## config.mk

```make
export PLATFORM = sky130hd
export DESIGN_NAME = vtx_irq_ctrl
export DESIGN_NICKNAME = d
export VERILOG_FILES = /design/src/rtl/vtx_irq_pkg.sv /design/src/rtl/vtx_cfg_reg.sv /design/src/rtl/vtx_evt_latch.sv /design/src/rtl/vtx_swrst_hs.sv /design/src/rtl/vtx_irq_ctrl.sv
export SDC_FILE = /design/constraint.sdc
export NUM_CORES = 1
export LEC_CHECK = 0
export ABC_AREA = 1
export ABC_CLOCK_PERIOD_IN_PS = 1500
export BUFFER_PORTS_ARGS = -buffer_cell sky130_fd_sc_hd__buf_2
export CAP_MARGIN = 5
export CORE_MARGIN = 1
export CORE_UTILIZATION = 33
export DETAILED_ROUTE_END_ITERATION = 10
export HOLD_SLACK_MARGIN = 0.08
export RECOVER_POWER = 50
export SKIP_CTS_REPAIR_TIMING = 1
export SLEW_MARGIN = 20
export SYNTH_ARGS = -nofsm -noshare
export SYNTH_HDL_FRONTEND = slang
export SYNTH_HIERARCHICAL = 1
export SYNTH_SLANG_ARGS = --single-unit
```

## constraint.sdc

```tcl
create_clock -name clk -period 1.5 [get_ports clk]
set_input_delay 0.3 -clock clk [delete_from_list [all_inputs] [get_ports clk]]
set_output_delay 0.3 -clock clk [all_outputs]
set_load 0.01 [all_outputs]
```

## src/rtl/vtx_irq_pkg.sv

```systemverilog
package vtx_irq_pkg;
  localparam int unsigned REG_W = 32;

  localparam logic [7:0] OFS_CFG = 8'h00;
  localparam logic [7:0] OFS_EN  = 8'h04;
  localparam logic [7:0] OFS_PND = 8'h08;
  localparam logic [7:0] OFS_ACK = 8'h0C;
  localparam logic [7:0] OFS_STA = 8'h10;

  localparam int unsigned B_GLOBAL = 0;
  localparam int unsigned B_SWRST  = 1;
  localparam int unsigned B_PIXCAP = 3;
  localparam int unsigned B_HPLUG  = 4;
  localparam int unsigned B_LOCK   = 5;
  localparam int unsigned B_FRAME  = 6;
  localparam int unsigned B_PKT    = 7;
  localparam int unsigned B_SINK   = 11;

  localparam int unsigned C_DEV   = 0;
  localparam int unsigned C_HDMI  = 1;
  localparam int unsigned C_HNEG  = 4;
  localparam int unsigned C_VNEG  = 6;
  localparam int unsigned C_422   = 8;
  localparam int unsigned C_OVR   = 12;
  localparam int unsigned C_UDR   = 13;
  localparam int unsigned C_SWREQ = 31;

  localparam logic [REG_W-1:0] CFG_KEEP = 32'h8000_0153;
  localparam logic [REG_W-1:0] EVT_MASK = 32'h0000_08FA;
  localparam logic [REG_W-1:0] EN_KEEP  = EVT_MASK | 32'h1;
endpackage

```

## src/rtl/vtx_cfg_reg.sv

```systemverilog
module vtx_cfg_reg
  import vtx_irq_pkg::*;
#(
  parameter logic [REG_W-1:0] KEEP = CFG_KEEP,
  parameter int unsigned      OVR  = C_OVR,
  parameter int unsigned      UDR  = C_UDR
) (
  input  logic             clk,
  input  logic             rst_n,
  input  logic             wr_en,
  input  logic [REG_W-1:0] wdata,
  output logic [REG_W-1:0] cfg_q,
  output logic             ovr_stb_q,
  output logic             udr_stb_q
);
  always_ff @(posedge clk or negedge rst_n) begin
    if (!rst_n) begin
      cfg_q     <= '0;
      ovr_stb_q <= 1'b0;
      udr_stb_q <= 1'b0;
    end else begin
      ovr_stb_q <= wr_en & wdata[OVR];
      udr_stb_q <= wr_en & wdata[UDR];
      if (wr_en) cfg_q <= wdata & KEEP;
    end
  end

  assert_ovr_strobe_src_R7: assert property (@(posedge clk) disable iff (!rst_n)
    ovr_stb_q |-> $past(wr_en && wdata[OVR]));
  assert_udr_strobe_src_R7: assert property (@(posedge clk) disable iff (!rst_n)
    udr_stb_q |-> $past(wr_en && wdata[UDR]));
endmodule

```

## src/rtl/vtx_evt_latch.sv

```systemverilog
module vtx_evt_latch
  import vtx_irq_pkg::*;
#(
  parameter logic [REG_W-1:0] MASK = EVT_MASK
) (
  input  logic             clk,
  input  logic             rst_n,
  input  logic [REG_W-1:0] set_i,
  input  logic [REG_W-1:0] clr_i,
  output logic [REG_W-1:0] pend_q
);
  always_ff @(posedge clk or negedge rst_n) begin
    if (!rst_n) pend_q <= '0;
    else        pend_q <= ((pend_q & ~clr_i) | set_i) & MASK;
  end

  for (genvar k = 0; k < REG_W; k++) begin : g_chk
    if (MASK[k]) begin : g_live
      assert_event_wins_R4: assert property (@(posedge clk) disable iff (!rst_n)
        set_i[k] |=> pend_q[k]);
      assert_ack_clears_R3: assert property (@(posedge clk) disable iff (!rst_n)
        (clr_i[k] && !set_i[k]) |=> !pend_q[k]);
    end
  end
endmodule

```

## src/rtl/vtx_swrst_hs.sv

```systemverilog
module vtx_swrst_hs (
  input  logic clk,
  input  logic rst_n,
  input  logic req_i,
  input  logic audio_en_i,
  output logic done_o,
  output logic rise_o
);
  logic done_q;

  assign done_o = req_i & audio_en_i;
  assign rise_o = done_o & ~done_q;

  always_ff @(posedge clk or negedge rst_n) begin
    if (!rst_n) done_q <= 1'b0;
    else        done_q <= done_o;
  end
endmodule

```

## src/rtl/vtx_irq_ctrl.sv

```systemverilog
module vtx_irq_ctrl
  import vtx_irq_pkg::*;
#(
  parameter int unsigned ADDR_W = 5
) (
  input  logic              clk,
  input  logic              rst_n,
  input  logic              bus_sel,
  input  logic              bus_wr,
  input  logic [ADDR_W-1:0] bus_addr,
  input  logic [REG_W-1:0]  bus_wdata,
  output logic [REG_W-1:0]  bus_rdata,
  input  logic              ev_hot_plug,
  input  logic              ev_dll_lock,
  input  logic              ev_new_frame,
  input  logic              ev_ctrl_pkt,
  input  logic              ev_pix_cap,
  input  logic              ev_sink_term,
  input  logic              dll_lock_lvl,
  input  logic              audio_clk_en,
  output logic              irq_o,
  output logic              dev_en_o,
  output logic              hdmi_mode_o,
  output logic              hsync_neg_o,
  output logic              vsync_neg_o,
  output logic              ycc422_en_o,
  output logic              ovr_clr_o,
  output logic              udr_clr_o,
  output logic              sw_rst_req_o
);
  localparam logic [ADDR_W-1:0] A_CFG = OFS_CFG[ADDR_W-1:0];
  localparam logic [ADDR_W-1:0] A_EN  = OFS_EN[ADDR_W-1:0];
  localparam logic [ADDR_W-1:0] A_PND = OFS_PND[ADDR_W-1:0];
  localparam logic [ADDR_W-1:0] A_ACK = OFS_ACK[ADDR_W-1:0];
  localparam logic [ADDR_W-1:0] A_STA = OFS_STA[ADDR_W-1:0];

  logic             wr;
  logic [REG_W-1:0] cfg_q, en_q, pend_q, set_v, clr_v, pnd_word, sta_word;
  logic             done, done_rise, any_en;

  assign wr = bus_sel & bus_wr;

  vtx_cfg_reg u_cfg (
    .clk(clk), .rst_n(rst_n), .wr_en(wr && bus_addr == A_CFG),
    .wdata(bus_wdata), .cfg_q(cfg_q), .ovr_stb_q(ovr_clr_o), .udr_stb_q(udr_clr_o)
  );

  always_ff @(posedge clk or negedge rst_n) begin
    if (!rst_n)                      en_q <= '0;
    else if (wr && bus_addr == A_EN) en_q <= bus_wdata & EN_KEEP;
  end

  vtx_swrst_hs u_swrst (
    .clk(clk), .rst_n(rst_n), .req_i(cfg_q[C_SWREQ]), .audio_en_i(audio_clk_en),
    .done_o(done), .rise_o(done_rise)
  );

  always_comb begin
    set_v           = '0;
    set_v[B_SWRST]  = done_rise;
    set_v[B_PIXCAP] = ev_pix_cap;
    set_v[B_HPLUG]  = ev_hot_plug;
    set_v[B_LOCK]   = ev_dll_lock;
    set_v[B_FRAME]  = ev_new_frame;
    set_v[B_PKT]    = ev_ctrl_pkt;
    set_v[B_SINK]   = ev_sink_term;
  end

  assign clr_v = (wr && bus_addr == A_ACK) ? bus_wdata : '0;

  vtx_evt_latch u_evt (
    .clk(clk), .rst_n(rst_n), .set_i(set_v), .clr_i(clr_v), .pend_q(pend_q)
  );

  assign any_en = |(pend_q & en_q & EVT_MASK);

  always_comb begin
    pnd_word           = pend_q;
    pnd_word[B_GLOBAL] = any_en;
    sta_word           = '0;
    sta_word[B_SWRST]  = done;
    sta_word[B_LOCK]   = dll_lock_lvl;
  end

  assign irq_o = |(pnd_word & en_q);

  always_comb begin
    unique case (bus_addr)
      A_CFG:   bus_rdata = cfg_q;
      A_EN:    bus_rdata = en_q;
      A_PND:   bus_rdata = pnd_word;
      A_STA:   bus_rdata = sta_word;
      default: bus_rdata = '0;
    endcase
  end

  assign dev_en_o     = cfg_q[C_DEV];
  assign hdmi_mode_o  = cfg_q[C_HDMI];
  assign hsync_neg_o  = cfg_q[C_HNEG];
  assign vsync_neg_o  = cfg_q[C_VNEG];
  assign ycc422_en_o  = cfg_q[C_422];
  assign sw_rst_req_o = cfg_q[C_SWREQ];

  assert_swrst_needs_clock_R9: assert property (@(posedge clk) disable iff (!rst_n)
    $rose(pend_q[B_SWRST]) |-> $past(audio_clk_en && sw_rst_req_o));
  assert_irq_has_source_R5: assert property (@(posedge clk) disable iff (!rst_n)
    irq_o |-> ((pend_q & en_q & EVT_MASK) != '0));
endmodule

```

==> summary.txt <==
Place
  – Area after DPL: 2220 sq um
  – Placer congestion estimate: 0.826
  – Dpl hpwl: 3.23 mm
  – Pre-CTS setup slack: -47.2 ps
  – Port buffer count: 47
  – Dpl cells: 448

CTS
  – Num CTS Buffers: 3
  – Clk sink count: 24
  – TritonCTS clock tree: done
  – Number of H-tree levels: 1
  – Clk buf depth: 2
  – Clk slew on worst S/H paths: 80 ps
  – Clock latency on the worst-skew pair: 260 ps
  – Root Driver: clkbuf_8

Logic synthesis
  – Post-Syn Area: 2000 sq um
  – Mapped Cells: 320
  – Syn_area_per_cell: 6.26 sq um
  – Syn. warnings: 6

Flow run
  – Max_cap viols: 0

Routing
  – Initial drt markers: 27
  – Vias per inst: 3.97
  – Antenna-violating nets left: 0
  – Total number of vias: 1836
  – Final WL: 4.33 mm
  – Wire per inst: 9.37 um
  – Number of remaining DRC errors: 0
  – DRT Pass-1 Iters: 4

Global route
  – Met3 usage: 0.0149
  – All-Layer GR Usage: 0.135
  – First-pass GRT wire length: 6.72 mm
  – Grt ovf: 0
  – Largest net degree at the start of global routing: 25
  – Met2 Usage GRT: 0.238
  – Initial antenna violation count: 0
  – GR peak layer: met2
  – GR Util met1: 0.172
  – Vias in the first global route: 1524

Critical path
  – Worst reg-to-reg path cell count: 4
  – R2R Path Start: u_cfg/cfg_q[31]$_DFFE_PN0P_
  – WP data required: 1200 ps
  – Critical Path AT: 1220 ps
  – CP Class: reg2out
  – Critical path startpoint category: flop
  – Crit Path Max Fanout: 3
  – Reg-to-Reg End: u_swrst/done_q$_DFF_PN0_
  – Setup slack, reg-to-reg: 580 ps
  – Worst Setup End Kind: primary output

STA
  – Final Max Slew Viols: 0
  – Worst Max-Slew Pin Slew: 621 ps
  – Final worst-path setup slack: -23.5 ps
  – Peak Freq: 656 MHz
  – Crit path time final: 1520 ps
  – Final setup viols: 2
  – Unrepaired setup endpoints after global routing: yes
  – Skew final: 0.305 ps
  – Final period util: 1.02
  – Fin Hold WS: 217 ps
  – Normalized max-slew margin: 0.586
  – Final hold viol count: 0

Die
  – Initial core utilization: 0.340
  – IO Pins: 90
  – Die Wd: 79.9 um
  – Rows: 28
  – Die area: 6380 sq um
  – Die height: 79.9 um
  – Core Footprint: 5890 sq um

Min path
  – Hold path cells: 3
  – Hold endpoint: u_evt/pend_q[4]$_DFF_PN0_
  – Hold crit path type: in2reg
  – Min-delay src: ev_hot_plug

Final layout
  – Design area: 2450 sq um
  – Area occupied by multi-input gates: 1060 sq um
  – Filler instances: 667
  – Post-Layout Cell Count: 462
  – Total Nets Final: 438
  – Register Area: 601 sq um
  – Layout area overhead: 22.3%
  – Share of post-route cells with drive strength above 1: 0.253
  – ANT cells: 0
  – Final core utilization: 0.416

Power and ir drop
  – Pwr dens: 615 nW/um^2
  – Pleak: 0.00150 uW
  – Peak VDD IR: 0.668 mV

Run status
  – Failing checks: setup timing
  – Status: finished, violations left
==> power by group <==
| part | internal (uW) | total, uW | switching (uW) | leakage (uW) |
|---|---|---|---|---|
| registers | 707 | 755 | 48.6 | 0.000291 |
| clock network | 179 | 371 | 192 | 0.0000216 |
| logic | 171 | 380 | 209 | 0.00119 |
| total | 1060 | 1510 | 449 | 0.00150 |
==> final cells by class <==
| class | count | share of cell area |
|---|---|---|
| flip-flops and latches | 24 | 0.245 |
| multi-input cells | 247 | 0.432 |
| well taps | 75 | 0.0383 |
| clock buffers | 3 | 0.0169 |
| inverters | 35 | 0.0537 |
| repair buffers | 78 | 0.214 |
==> critical path, stage by stage, from the launching register on <==
cell and delay (ps):
dfrtp_1 410, nand2_1 70, nand2_1 60, nor2_1 90
nand2_1 70, buf_4 130, buf_2 130
==> cells in the final DEF, fill, tap and decap left out, drive strengths merged <==
| cell type | instances |
|---|---|
| nand2 | 149 |
| buf | 72 |
| conb | 50 |
| inv | 35 |
| dfrtp | 24 |
| nor2 | 16 |
| nand3 | 11 |
| nand4 | 10 |
| o21ai | 8 |
| clkbuf | 8 |
| nor3 | 3 |
| dlygate4sd3 | 1 |
==> state kept, by name, summed over array words and instances, names as in the netlist <==
name / count
u_swrst/done_q: 1
u_cfg/cfg_q: 6
en_q: 8
u_evt/pend_q: 7
u_cfg/udr_stb_q: 1
u_cfg/ovr_stb_q: 1
==> per-stage QoR <==
stage | power (uW) | setup TNS (ps)
after floorplan | 1030 | 0
after global placement | 1080 | -125
after detailed placement | 1090 | -202
after CTS | 1460 | -231
after global routing | 1610 | -321
final | 1510 | -39.4
==> layer usage <==
| layer | routed length (um) | part of all wire |
|---|---|---|
| met2 | 2070 | 0.48 |
| met4 | 25 | 0.0058 |
| met5 | 0 | 0 |
| met1 | 2030 | 0.47 |
| met3 | 202 | 0.047 |
==> worst max path at each step <==
stage	start	to	cells past startpoint
floorplan	bus_addr[2]	bus_rdata[8]	7
global placement	bus_addr[1]	bus_rdata[4]	8
detailed placement	bus_addr[1]	bus_rdata[8]	8
CTS	bus_addr[1]	bus_rdata[8]	8
global route	u_evt/pend_q[5]$_DFF_PN0_	bus_rdata[0]	7
finish	u_evt/pend_q[1]$_DFF_PN0_	irq_o	6
No activity file was read; power rests on OpenSTA's default activity.
